<file path="src/rtl/shr_pkg.sv">
package shr_pkg;
  typedef enum logic [2:0] {
    OP_SHL = 3'd0,
    OP_SHR = 3'd1,
    OP_SAR = 3'd2,
    OP_ROL = 3'd3,
    OP_ROR = 3'd4,
    OP_RCL = 3'd5,
    OP_RCR = 3'd6,
    OP_NOP = 3'd7
  } shr_op_e;

  localparam int FLAG_W = 5;
  localparam int FL_CF  = 0;
  localparam int FL_PF  = 1;
  localparam int FL_ZF  = 2;
  localparam int FL_SF  = 3;
  localparam int FL_OF  = 4;
endpackage

</file>
<file path="src/rtl/shr_step.sv">
module shr_step
  import shr_pkg::*;
#(
  parameter int DATA_W = 16,
  parameter int BYTE_W = 8
) (
  input  logic [DATA_W-1:0] data_i,
  input  logic              word_i,
  input  logic              cf_i,
  input  shr_op_e           op_i,
  output logic [DATA_W-1:0] data_o,
  output logic              cf_o,
  output logic              msb_o
);
  logic fill;

  always_comb begin
    msb_o  = word_i ? data_i[DATA_W-1] : data_i[BYTE_W-1];
    fill   = 1'b0;
    data_o = data_i;
    cf_o   = cf_i;
    unique case (op_i)
      OP_SHL, OP_ROL, OP_RCL: begin
        if (op_i == OP_ROL)      fill = msb_o;
        else if (op_i == OP_RCL) fill = cf_i;
        data_o = {data_i[DATA_W-2:0], fill};
        cf_o   = msb_o;
      end
      OP_SHR, OP_SAR, OP_ROR, OP_RCR: begin
        if (op_i == OP_SAR)      fill = msb_o;
        else if (op_i == OP_ROR) fill = data_i[0];
        else if (op_i == OP_RCR) fill = cf_i;
        data_o = data_i >> 1;
        if (word_i) data_o[DATA_W-1] = fill;
        else        data_o[BYTE_W-1] = fill;
        cf_o   = data_i[0];
      end
      default: ;
    endcase
    // byte mode keeps the upper lane cleared
    if (!word_i) data_o[DATA_W-1:BYTE_W] = '0;
  end
endmodule

</file>
<file path="src/rtl/shr_flags.sv">
module shr_flags
  import shr_pkg::*;
#(
  parameter int DATA_W = 16,
  parameter int BYTE_W = 8
) (
  input  logic [DATA_W-1:0] res_i,
  input  logic              word_i,
  input  logic              cf_i,
  input  logic              prev_msb_i,
  input  logic              zero_cnt_i,
  input  shr_op_e           op_i,
  input  logic [FLAG_W-1:0] flags_i,
  output logic [FLAG_W-1:0] flags_o
);
  logic msb, msb2, ovf;

  always_comb begin
    msb  = word_i ? res_i[DATA_W-1] : res_i[BYTE_W-1];
    msb2 = word_i ? res_i[DATA_W-2] : res_i[BYTE_W-2];
    unique case (op_i)
      OP_SHL, OP_ROL, OP_RCL: ovf = msb ^ cf_i;
      OP_SHR:                 ovf = prev_msb_i;
      OP_SAR:                 ovf = 1'b0;
      OP_ROR, OP_RCR:         ovf = msb ^ msb2;
      default:                ovf = flags_i[FL_OF];
    endcase
    flags_o[FL_CF] = cf_i;
    flags_o[FL_PF] = ~^res_i[7:0];
    flags_o[FL_ZF] = word_i ? (res_i == '0) : (res_i[BYTE_W-1:0] == '0);
    flags_o[FL_SF] = msb;
    flags_o[FL_OF] = ovf;
    if (zero_cnt_i) flags_o = flags_i;
  end
endmodule

</file>
<file path="src/rtl/shr_count.sv">
module shr_count #(
  parameter int CNT_W  = 8,
  parameter int MASK_W = 5
) (
  input  logic             clk_i,
  input  logic             rst_ni,
  input  logic             load_i,
  input  logic             one_i,
  input  logic [CNT_W-1:0] count_i,
  input  logic             dec_i,
  output logic             zero_o,
  output logic             init_zero_o
);
  logic [MASK_W-1:0] cnt_q, init_cnt;

  assign init_cnt    = one_i ? MASK_W'(1) : count_i[MASK_W-1:0];
  assign init_zero_o = (init_cnt == '0);
  assign zero_o      = (cnt_q == '0);

  always_ff @(posedge clk_i or negedge rst_ni) begin
    if (!rst_ni)                cnt_q <= '0;
    else if (load_i)            cnt_q <= init_cnt;
    else if (dec_i && !zero_o)  cnt_q <= cnt_q - 1'b1;
  end
endmodule

</file>
<file path="src/rtl/shift_rot_unit.sv">
module shift_rot_unit
  import shr_pkg::*;
#(
  parameter int DATA_W = 16,
  parameter int BYTE_W = 8,
  parameter int CNT_W  = 8,
  parameter int MASK_W = 5
) (
  input  logic              clk_i,
  input  logic              rst_ni,
  input  logic              start_i,
  input  logic [2:0]        op_i,
  input  logic              word_i,
  input  logic [DATA_W-1:0] operand_i,
  input  logic [FLAG_W-1:0] flags_i,
  input  logic              count_one_i,
  input  logic [CNT_W-1:0]  count_i,
  output logic              busy_o,
  output logic              done_o,
  output logic [DATA_W-1:0] result_o,
  output logic [FLAG_W-1:0] flags_o
);
  logic              busy_q, done_q, cf_q, pre_msb_q, word_q, zc_q;
  logic [DATA_W-1:0] data_q, res_q;
  logic [FLAG_W-1:0] flin_q, flags_q, flags_calc;
  shr_op_e           op_q;
  logic [DATA_W-1:0] step_data;
  logic              step_cf, step_msb, cnt_zero, init_zero, accept;

  assign accept = start_i && !busy_q;

  shr_count #(.CNT_W(CNT_W), .MASK_W(MASK_W)) u_count (
    .clk_i       (clk_i),
    .rst_ni      (rst_ni),
    .load_i      (accept),
    .one_i       (count_one_i),
    .count_i     (count_i),
    .dec_i       (busy_q),
    .zero_o      (cnt_zero),
    .init_zero_o (init_zero)
  );

  shr_step #(.DATA_W(DATA_W), .BYTE_W(BYTE_W)) u_step (
    .data_i (data_q),
    .word_i (word_q),
    .cf_i   (cf_q),
    .op_i   (op_q),
    .data_o (step_data),
    .cf_o   (step_cf),
    .msb_o  (step_msb)
  );

  shr_flags #(.DATA_W(DATA_W), .BYTE_W(BYTE_W)) u_flags (
    .res_i      (data_q),
    .word_i     (word_q),
    .cf_i       (cf_q),
    .prev_msb_i (pre_msb_q),
    .zero_cnt_i (zc_q),
    .op_i       (op_q),
    .flags_i    (flin_q),
    .flags_o    (flags_calc)
  );

  always_ff @(posedge clk_i or negedge rst_ni) begin
    if (!rst_ni) begin
      busy_q    <= 1'b0;
      done_q    <= 1'b0;
      cf_q      <= 1'b0;
      pre_msb_q <= 1'b0;
      word_q    <= 1'b0;
      zc_q      <= 1'b0;
      op_q      <= OP_NOP;
      data_q    <= '0;
      res_q     <= '0;
      flin_q    <= '0;
      flags_q   <= '0;
    end else begin
      done_q <= 1'b0;
      if (accept) begin
        busy_q    <= 1'b1;
        data_q    <= word_i ? operand_i : {{(DATA_W-BYTE_W){1'b0}}, operand_i[BYTE_W-1:0]};
        cf_q      <= flags_i[FL_CF];
        pre_msb_q <= 1'b0;
        word_q    <= word_i;
        zc_q      <= init_zero;
        op_q      <= shr_op_e'(op_i);
        flin_q    <= flags_i;
      end else if (busy_q) begin
        if (!cnt_zero) begin
          data_q    <= step_data;
          cf_q      <= step_cf;
          pre_msb_q <= step_msb;
        end else begin
          busy_q  <= 1'b0;
          done_q  <= 1'b1;
          res_q   <= data_q;
          flags_q <= flags_calc;
        end
      end
    end
  end

  assign busy_o   = busy_q;
  assign done_o   = done_q;
  assign result_o = res_q;
  assign flags_o  = flags_q;
endmodule

</file>
<file path="config.mk">
export PLATFORM = sky130hd
export DESIGN_NAME = shift_rot_unit
export DESIGN_NICKNAME = d
export VERILOG_FILES = /design/src/rtl/shr_pkg.sv /design/src/rtl/shr_step.sv /design/src/rtl/shr_flags.sv /design/src/rtl/shr_count.sv /design/src/rtl/shift_rot_unit.sv
export SDC_FILE = /design/constraint.sdc
export NUM_CORES = 1
export LEC_CHECK = 0
export ABC_CLOCK_PERIOD_IN_PS = 2500
export BUFFER_PORTS_ARGS = -buffer_cell sky130_fd_sc_hd__buf_2
export CELL_PAD_IN_SITES_DETAIL_PLACEMENT = 1
export CELL_PAD_IN_SITES_GLOBAL_PLACEMENT = 1
export CORE_MARGIN = 3
export CORE_UTILIZATION = 35
export CTS_CLUSTER_SIZE = 20
export DETAILED_ROUTE_END_ITERATION = 8
export PLACE_DENSITY_LB_ADDON = 0.05
export SETUP_SLACK_MARGIN = 0.4
export SLEW_MARGIN = 20
export SYNTH_ARGS = -nofsm -noshare
export SYNTH_HDL_FRONTEND = slang
export SYNTH_SLANG_ARGS = --single-unit
</file>
<file path="constraint.sdc">
create_clock -name clk_i -period 2.5 [get_ports clk_i]
set_input_delay 0.125 -clock clk_i [delete_from_list [all_inputs] [get_ports clk_i]]
set_output_delay 0.125 -clock clk_i [all_outputs]
set_load 0.1 [all_outputs]
</file>
==> results of run 1 <==
==> final cells by class <==
type / count / area, um^2
clock buffers: 5 / 68.8
clock inverters: 3 / 42.5
fillers: 1014 / 4660
inverters: 13 / 48.8
multi-input cells: 256 / 1480
flip-flops and latches: 56 / 1410
well taps: 105 / 131
repair buffers: 75 / 460
==> timing repair <==
action	4_1_cts	5_1_grt
setup endpoints to repair	8	31
hold buffers	10	0
gates resized for setup	1	2
endpoints found under the hold margin	33	0
==> routing by layer <==
metal	part of all wire [%]	track usage [%]	vias to the layer above
met1	48	25.6	1305
met2	49	30.2	39
met4	0.81	3.47	0
met3	2.8	2.81	5
li1	-	-	1323
met5	0	0	-
==> synthesized netlist by cell type, types with 2 or more instances <==
cell type | number | area [um^2]
a31o_2 | 2 | 17.5
ha_1 | 5 | 62.6
clkbuf_1 | 12 | 45.0
a211o_1 | 2 | 17.5
o211ai_1 | 2 | 15.0
nor3b_1 | 2 | 15.0
nor2b_1 | 2 | 12.5
nor4_1 | 2 | 12.5
buf_1 | 3 | 11.3
a221oi_1 | 3 | 26.3
dfstp_2 | 3 | 78.8
o21ai_0 | 21 | 105
inv_1 | 12 | 45.0
mux2i_1 | 4 | 40.0
nand2_1 | 83 | 312
a31oi_1 | 11 | 68.8
nor2_1 | 22 | 82.6
a21o_1 | 7 | 52.6
or3_1 | 2 | 12.5
nand3_1 | 10 | 50.1
a21oi_1 | 10 | 50.1
nand2b_1 | 5 | 31.3
xor2_1 | 2 | 17.5
or3b_1 | 3 | 26.3
buf_2 | 8 | 40.0
a211oi_1 | 6 | 45.0
o31ai_1 | 7 | 52.6
xnor2_1 | 6 | 52.6
nor3_1 | 7 | 35.0
dfrtp_1 | 53 | 1330
o22ai_1 | 2 | 12.5
o21ai_1 | 5 | 25.0
==> flip-flops by register name, summed over array words and instances (netlist names), 3 cells and up <==
| name | count |
|---|---|
| data_q | 16 |
| flags_o | 5 |
| flin_q | 5 |
| op_q | 3 |
| result_o | 16 |
| u_count.cnt_q | 5 |
==> stage by stage <==
step | power [W] | utilization, % | area (um^2) | setup slack, ns
2_1_floorplan | 0.00414 | - | 3030 | 0.582
3_3_place_gp | 0.00477 | 41.1 | 3410 | 0.462
3_5_place_dp | 0.00485 | 41.1 | 3410 | 0.356
4_1_cts | 0.00550 | 43.8 | 3630 | 0.459
5_1_grt | 0.00585 | 43.9 | 3640 | 0.438
6_report | 0.00543 | 43.9 | 3640 | 0.544
==> power groups by stage <==
stage / logic, W / clock network (W) / registers, W
2_1_floorplan: 0.00165 / 0 / 0.00249
3_3_place_gp: 0.00306 / 0 / 0.00171
3_5_place_dp: 0.00312 / 0 / 0.00172
4_1_cts: 0.00316 / 0.000638 / 0.00171
5_1_grt: 0.00340 / 0.000672 / 0.00178
6_report: 0.00311 / 0.000609 / 0.00171
==> cells by family after synthesis <==
logic type      Yosys count  share of synthesized area, %
compound gates           88                          19.3
xor+xnor                  8                          2.31
fa+ha+maj                 5                          2.06
buf+inv                  38                          5.40
flops                    56                          46.3
mux                       6                          2.15
simple gates            149                          22.5
==> worst max-delay path, delay by kind of cell, from the launching register on <==
family	cells	cell delay, ns
DFF	1	0.77
AOI/OAI and AO/OA	2	0.57
and+or+nand+nor	2	0.54
==> final timing paths <==
check / start / end / slack [ns] / cells past startpoint
worst max-delay path: op_q[0] / data_q[7] / 0.54 / 4
min in group asynchronous: rst_ni / result_o[1] / 0.36 / 2
worst max register to register: op_q[0] / data_q[7] / 0.54 / 4
worst min-delay path: flags_i[0] / flin_q[0] / 0.03 / 3
max in group asynchronous: rst_ni / op_q[1] / 1.46 / 3
worst min register to register: result_o[0] / result_o[0] / 0.48 / 2
==> run_results.csv, run 1 <==
group,metric,value,unit
power,clkPwrFrac,11.2,%
floorplanning,coreArea,8300,um^2
critical_path,crit_chain,"or3_1 -> nand2_2 -> a2111o_1 -> o21ai_1",
sta,period_share,78.3,%
placement,dp_hpwl,6050,um
sta,fmaxAchievable,511,MHz
clock_network,root_buffer,"clkbuf_8",
synthesis,synth_flop_cell,"dfrtp_1",
route,via_per_inst,5.21,
sta,slew_headroom,55.2,%
power,power_switching,0.00288,W
placement,placed_cells,495,
grt,first_global_vias,2911,
sta,hold_slack,0.0332,ns
clock_network,clock_path_buffers,2,
power,comb_power_share,57.3,%
route,drt-total-wl,8420,um
floorplanning,fp.dieW,99.1,um
placement,io_buffers,56,
synthesis,ys_seq_area_share,46.3,%
power,cellInternalPower,0.00256,W
synthesis,yosysUniqueCellTypes,58,
final_layout,fin_nets,449,
clock_network,path_clk_slew,0.11,ns
final_layout,drive_gt1_share,22.5,%
sta,clock_skew,0.00956,ns
critical_path,cp_data_arrival_time,2.21,ns
power,pwr_density_cell,1490,nW/um^2
route,wl_per_cell,16.4,um
final_layout,layout_commonest_cell,"nand2_1",
critical_path,critPathKind,"flop to flop",
route,drc,0,
sta,setup_violations,0,
synthesis,syn_nets,392,
route,vias,2672,
sta,slew_viol_final,0,
route,ant_nets,0,
synthesis,synth_enable_flop_cells,0,
final_layout,diodes,0,
grt,grt_pass1_wl,14700,um
synthesis,async_flop_share,100,%
final_layout,layout_common_cells,"nand2_1, buf_2, dfrtp_1",
grt,grt.total_usage,18.2,%
critical_path,start_kind,"flop",
route,drt-pass1-iter-count,4,
synthesis,syn_area_per_cell,8.67,um^2
power,p_leak,1.71,nW
grt,grt_max_degree,32,
final_layout,syn2layout_area_growth,20.0,%
grt,grt_overflow,0,
floorplanning,start_util,36.5,%
critical_path,crit_fanout,18,
sta,rsz0062_at_grt,"false",
sta,hold_viol_final,0,
synthesis,yosys_warnings,0,
synthesis,netlist_instances,350,
clock_network,clock-sinks,56,
critical_path,worstPathRequired,2.75,ns
floorplanning,rows,33,
floorplanning,dieArea,9820,um^2
clock_network,cts_setup_buffers,0,
sta,fin_tns_setup,0,ns
clock_network,cts_buffers,5,
synthesis,synth_area,3030,um^2
critical_path,crit_path_top_delay_cell,"dfstp_2",
floorplanning,die_height,99.1,um
floorplanning,ios,60,
sta,min_period,1.96,ns
outcome,status,"complete, no violations",
sta,worst_pin_slew,0.672,ns
power,power_frac_seq,31.5,%
grt,antenna_found_initial,0,
critical_path,endpoint_kind,"flop",
synthesis,synth_seq_cells,56,
power,irDropWorstVdd,0.654,mV
route,drt_iter0_drc,136,
worst_hold_path,worstHoldPathType,"input pin to flop",
critical_path,slowest_delay,0.77,ns
final_layout,layout.cells.non_filler,513,
clock_network,clk_latency,0.32,ns
clock_network,htreeDepth,2,
placement,place_congestion,0.748,
flow_run,maxCapViolations,0,
clock_network,cts_tree,"built",
power,swShare,52.9,%
Note: power is estimated with default switching activity, not from simulation.
==> run 2, diff against run 1 <==
--- a/config.mk
+++ b/config.mk
@@ -5,7 +5,7 @@
 export SDC_FILE = /design/constraint.sdc
 export NUM_CORES = 1
 export LEC_CHECK = 0
-export ABC_CLOCK_PERIOD_IN_PS = 2500
+export ABC_CLOCK_PERIOD_IN_PS = 2000
 export BUFFER_PORTS_ARGS = -buffer_cell sky130_fd_sc_hd__buf_2
 export CELL_PAD_IN_SITES_DETAIL_PLACEMENT = 1
 export CELL_PAD_IN_SITES_GLOBAL_PLACEMENT = 1
==> constraint.sdc (replaced) <==
create_clock -name clk_i -period 2 [get_ports clk_i]
set_input_delay 0.1 -clock clk_i [delete_from_list [all_inputs] [get_ports clk_i]]
set_output_delay 0.1 -clock clk_i [all_outputs]
set_load 0.1 [all_outputs]
==> run 2 against run 1 <==
Net effect:
- combinational power rose by 63%
- sequential power rose by 22%
- die area unchanged
- flip-flop and latch count stayed put
- register-to-register slack worse by 0.25 ns
- via count is 6.0% higher
- worst setup slack got worse by 0.25 ns
- critical path type unchanged
- largest cell class unchanged
- highest routed layer unchanged
==> run_results.csv, run 2 (synthesis gave the netlist of run 1 again) <==
group,metric,value,unit
outcome,status,"complete, no violations",
grt,grt_pass1_wl,14400,um
route,met1Wirelength,4290,um
route,vias,2831,
sta,clock_skew,0.0118,ns
critical_path,endpoint_kind,"flop",
worst_hold_path,worstHoldPathType,"input pin to flop",
grt,grt_overflow,0,
route,drt-total-wl,9090,um
critical_path,start_kind,"flop",
sta,rsz0062_at_grt,"true",
route,drt-pass1-iter-count,4,
floorplanning,fp.dieW,99.1,um
final_layout,fill_cells,983,
route,wl_met3,270,um
route,wl_per_cell,16.7,um
sta,period_share,85.4,%
final_layout,syn2layout_area_growth,36.3,%
route,via_per_inst,5.20,
route,drt_iter0_drc,55,
critical_path,worstRegToRegCells,6,
placement,dp_hpwl,6130,um
placement,placed_cells,505,
clock_network,cts_buffers,5,
critical_path,crit_path_top_delay_cell,"dfrtp_1",
clock_network,root_buffer,"clkbuf_8",
critical_path,crit_start,"u_count.cnt_q[0]",
sta,hold_viol_final,0,
critical_path,slowest_delay,0.41,ns
route,met2_length,4450,um
final_layout,layout_common_cells,"nand2_1, buf_2, dfrtp_1",
floorplanning,die_height,99.1,um
sta,worst_pin_slew,0.600,ns
flow_run,maxCapViolations,0,
sta,setup_violations,0,
grt,grt_max_degree,34,
power,pwr_density_cell,1880,nW/um^2
sta,slew_headroom,60.0,%
floorplanning,rows,33,
route,top_layer_used,"met4",
clock_network,clk_latency,0.31,ns
critical_path,crit_fanout,4,
route,ant_nets,0,
clock_network,clock-sinks,56,
power,irDropWorstVdd,0.916,mV
floorplanning,start_util,36.5,%
critical_path,r2r_setup_slack,0.29,ns
critical_path,r2r_start,"u_count.cnt_q[0]",
clock_network,path_clk_slew,0.09,ns
grt,grt.total_usage,17.8,%
critical_path,crit_chain,"inv_2 -> ha_4 -> or3b_4 -> o21ai_4 -> mux2_4 -> o21ai_1",
clock_network,clock_path_buffers,2,
sta,fmaxAchievable,585,MHz
critical_path,worstPathRequired,2.24,ns
final_layout,regArea,1410,um^2
final_layout,fin_nets,481,
route,drc,0,
final_layout,layout_commonest_cell,"nand2_1",
sta,fin_tns_setup,0,ns
floorplanning,coreArea,8300,um^2
sta,min_period,1.71,ns
grt,first_global_vias,2847,
placement,place_congestion,0.764,
critical_path,critPathKind,"flop to flop",
clock_network,htreeDepth,2,
placement,io_buffers,56,
critical_path,timing.rr.end,"u_count.cnt_q[1]",
final_layout,diodes,0,
sta,slew_viol_final,0,
final_layout,layout.cells.non_filler,544,
clock_network,cts_tree,"built",
final_layout,drive_gt1_share,36.0,%
critical_path,cp_data_arrival_time,1.95,ns
floorplanning,ios,60,
floorplanning,dieArea,9820,um^2
grt,antenna_found_initial,0,
final_layout,multi_input_area,1700,um^2
power,p_leak,1.96,nW
critical_path,endpoint,"u_count.cnt_q[1]",
## run 2: cell types whose count changed in the layout (fill, tap and decap cells not counted), sizes merged
cell,before,now
buf,65,98
bufinv,1,0
clkbuf,5,7
clkinvlp,1,0
dlygate4sd3,10,8
## run 2: how the worst min path moves through the flow
stage | start | to | slack [ns] | cells past startpoint
final | count_i[3] | zc_q | 0.008 | 2
after global routing | count_i[3] | zc_q | 0.003 | 2
after CTS | count_i[3] | zc_q | 0.003 | 2
after detailed placement | rst_ni | flags_o[2] | 0.15 | 1
after global placement | rst_ni | flags_o[2] | 0.16 | 1
after floorplan | rst_ni | cf_q | -0.20 | 0
## run 2: area by class of cell
cell class                 instances  area share (%)
multi-input combinational        256            41.1
sequential                        56            34.2
timing repair buffer             107            18.4
tap                              105            3.18
clock buffer                       6            1.76
inverter                          13            1.30
clock inverter                     1           0.121
## run 2: per-layer routing
layer	global-route usage [%]	vias up
met4	3.47	0
li1	-	1392
met5	0	-
met3	2.66	9
met1	25.4	1386
met2	29.0	44
## run 2: per-stage QoR
| step | hold slack [ns] | power, W | utilization (%) | worst slack, ns | area (um^2) |
|---|---|---|---|---|---|
| 2_1_floorplan | -0.196 | 0.00526 | - | 0.214 | 3080 |
| 3_3_place_gp | 0.159 | 0.00611 | 42.3 | 0.199 | 3510 |
| 3_5_place_dp | 0.151 | 0.00621 | 42.3 | 0.115 | 3510 |
| 4_1_cts | 0.00274 | 0.00713 | 46.0 | 0.320 | 3820 |
| 5_1_grt | 0.00250 | 0.00830 | 49.8 | 0.221 | 4130 |
| 6_report | 0.00790 | 0.00775 | 49.8 | 0.292 | 4130 |
## run 2: power breakdown
part | total (W) | switching [W] | internal, W
clock | 0.000609 | 0.000369 | 0.000240
combinational | 0.00506 | 0.00315 | 0.00191
sequential | 0.00208 | 0.000459 | 0.00162
total | 0.00775 | 0.00398 | 0.00377
## run 2: repair_timing
item / in CTS / in global routing
pin swaps: 5 / 8
setup endpoints to repair: 44 / 42
cloned: 0 / 2
buffers inserted: 9 / 13
endpoints found under the hold margin: 27 / 0
hold buffers: 8 / 0
resized for setup: 17 / 42
## run 2: critical path, delay by kind of cell (launching register included)
kind | cells | cell delay (ns)
AND/OR/NAND/NOR | 1 | 0.41
flip-flops | 1 | 0.41
buffers and inverters | 1 | 0.08
AO/OA/AOI/OAI | 2 | 0.27
multiplexers | 1 | 0.32
adder cells (fa/ha/maj) | 1 | 0.15
==> run 3, diff against run 2 <==
--- a/config.mk
+++ b/config.mk
@@ -18,4 +18,5 @@
 export SLEW_MARGIN = 20
 export SYNTH_ARGS = -nofsm -noshare
 export SYNTH_HDL_FRONTEND = slang
+export SYNTH_HIERARCHICAL = 1
 export SYNTH_SLANG_ARGS = --single-unit
==> run 3 against run 2 <==
Net effect:
- die area is 15% higher
- global-route usage is 0.57 points lower
- critical path depth is 2 higher
- cell count is 5.5% higher
- worst setup slack worse by 0.20 ns
- utilization is 1.9 points lower
- wire length is 5.0% higher
- largest cell class unchanged
- register-to-register slack worse by 0.20 ns
- area after synthesis is 16% higher
- sequential power is 6% higher
==> run_results.csv, run 3 <==
group,metric,value,unit
outcome,status,"complete, no violations",
power,swShare,50.1,%
power,pwr_density_cell,1900,nW/um^2
placement,place_congestion,0.783,
sta,period_share,95.6,%
final_layout,regArea,1420,um^2
synthesis,yosys_warnings,6,
route,vias,2954,
power,irDropWorstVdd,0.818,mV
synthesis,synthMuxAreaShare,19.2,%
synthesis,netlist_instances,351,
clock_network,path_clk_slew,0.10,ns
sta,slew_viol_final,0,
final_layout,diodes,0,
final_layout,layout.cells.non_filler,574,
synthesis,synth_enable_flop_cells,0,
route,drt-pass1-iter-count,4,
floorplanning,coreArea,9500,um^2
grt,grt_overflow,0,
final_layout,fin_nets,486,
placement,placed_cells,537,
final_layout,fill_cells,1074,
critical_path,critPathKind,"flop to flop",
sta,setup_violations,0,
clock_network,htreeDepth,2,
sta,fin_tns_setup,0,ns
power,comb_power_share,65.8,%
clock_network,cts_tree,"built",
synthesis,synthSimpleGateAreaFrac,16.5,%
placement,dp_hpwl,6660,um
synthesis,yosysTopAreaCell,"dfrtp_1",
sta,worst_pin_slew,0.580,ns
critical_path,worstPathRequired,2.20,ns
synthesis,syn_area_per_cell,10.0,um^2
placement,dpl_cell_area,4020,um^2
final_layout,drive_gt1_share,37.3,%
power,cellInternalPower,0.00431,W
final_layout,multi_input_area,1970,um^2
route,drt-total-wl,9550,um
grt,first_global_vias,3160,
synthesis,yosysUniqueCellTypes,62,
grt,grt.total_usage,17.3,%
final_layout,syn2layout_area_growth,29.5,%
synthesis,netlist_top_cells_area,"dfrtp_1, mux2_2, mux2i_1",
synthesis,synthAdderAreaFrac,2.35,%
floorplanning,start_util,36.9,%
route,ant_nets,0,
floorplanning,ios,60,
synthesis,syn_nets,393,
grt,grt_max_degree,28,
clock_network,clk_latency,0.31,ns
power,clkPwrFrac,8.7,%
grt,antenna_found_initial,0,
synthesis,synth_seq_cells,56,
sta,hold_slack,0.00873,ns
final_layout,utilization,47.8,%
synthesis,synth_top_family_by_area,"multiplexers",
route,drt_iter0_drc,88,
synthesis,synth_flop_cell,"dfrtp_1",
synthesis,synth_area,3510,um^2
route,via_per_inst,5.15,
floorplanning,fp.dieW,106,um
sta,hold_viol_final,0,
placement,io_buffers,56,
power,power_frac_seq,25.5,%
final_layout,finish.instance_area,4550,um^2
sta,rsz0062_at_grt,"true",
grt,grt_pass1_wl,15800,um
critical_path,crit_fanout,7,
clock_network,cts_buffers,5,
worst_hold_path,worstHoldPathType,"input pin to flop",
clock_network,root_buffer,"clkbuf_8",
floorplanning,die_height,106,um
critical_path,endpoint_kind,"flop",
synthesis,yosysMostFrequentCell,"dfrtp_1",
synthesis,synth_top_area_share,37.8,%
final_layout,layout_common_cells,"buf_2, dfrtp_1, nand2_1",
route,drc,0,
power,p_leak,2.09,nW
synthesis,synth_common_cells,"dfrtp_1, nand2_1, mux2i_1",
final_layout,layout_commonest_cell,"buf_2",
synthesis,synth_xor_area_share,1.25,%
synthesis,synth_compound_area_share,13.9,%
clock_network,clock_path_buffers,2,
route,wl_per_cell,16.6,um
critical_path,start_kind,"flop",
synthesis,ys_seq_area_share,40.0,%
clock_network,clock-sinks,56,
flow_run,maxCapViolations,0,
floorplanning,rows,35,
sta,fmaxAchievable,523,MHz
floorplanning,dieArea,11300,um^2
sta,slew_headroom,61.3,%
synthesis,async_flop_share,100,%
sta,clock_skew,0.0110,ns
critical_path,cp_data_arrival_time,2.11,ns
sta,min_period,1.91,ns
power,power_switching,0.00432,W
## run 3: per-layer routing
| layer | up-vias | global-route usage, % | share of wire, % |
|---|---|---|---|
| li1 | 1442 | - | - |
| met1 | 1462 | 22.2 | 45 |
| met2 | 41 | 29.7 | 50 |
| met3 | 9 | 2.79 | 3.1 |
| met4 | 0 | 5.18 | 1.5 |
| met5 | - | 0 | 0 |
## run 3: worst max-delay path, cell delays in order, from the launching register on
cell and delay [ns]:
dfrtp_1 0.40, inv_2 0.08, ha_4 0.13, or4b_4 0.49, inv_4 0.08, nand2b_4 0.18
buf_12 0.15, mux2i_2 0.21, o21ai_1 0.08
## run 3: what timing repair did
item,4_1_cts,5_1_grt
setup endpoints to repair,42,45
gates resized for setup,18,23
hold endpoints to repair,34,0
cloned,1,0
pin swaps,5,3
setup buffers,11,2
hold buffers,15,0
## run 3: stage by stage
| step | power (W) | worst slack, ns |
|---|---|---|
| 5_1_grt | 0.00928 | 0.00254 |
| 6_report | 0.00863 | 0.0877 |
| 3_5_place_dp | 0.00736 | 0.0583 |
| 4_1_cts | 0.00851 | 0.0842 |
| 2_1_floorplan | 0.00620 | 0.149 |
| 3_3_place_gp | 0.00722 | 0.0968 |
## run 3: final timing paths
check / end / slack [ns] / cells past startpoint / start
setup / recovery: data_q[5] / 0.09 / 8 / u_count/cnt_q[0]
hold / removal: data_q[6] / 0.009 / 3 / operand_i[6]
setup reg to reg: data_q[5] / 0.09 / 8 / u_count/cnt_q[0]
hold reg to reg: flin_q[0] / 0.49 / 2 / flin_q[0]
max in group asynchronous: op_q[1] / 1.01 / 3 / rst_ni
min in group asynchronous: flin_q[2] / 0.31 / 2 / rst_ni
## run 3: power groups by stage
stage                     logic (W)  registers [W]  clock network [W]
after global routing        0.00616        0.00229           0.000832
after floorplan             0.00272        0.00348                  0
after global placement      0.00501        0.00221                  0
after CTS                   0.00553        0.00218           0.000802
after detailed placement    0.00512        0.00224                  0
final                       0.00568        0.00220           0.000754
## run 3: cell type report
cell class / instances / share of cell area (%)
Timing Repair Buffer: 107 / 17.9
Tap cell: 129 / 3.55
Clock buffer: 7 / 1.68
Clock inverter: 1 / 0.660
Inverter: 20 / 1.76
Sequential cell: 56 / 31.2
Multi-Input combinational cell: 254 / 43.3
## run 3: logic make-up after synthesis
| group | count (synthesis) |
|---|---|
| and+or+nand+nor | 110 |
| buffers and inverters | 41 |
| AOI/OAI and AO/OA | 69 |
| muxes | 63 |
| DFF | 56 |
| adders and majority gates | 7 |
| xor gates and xnor gates | 5 |
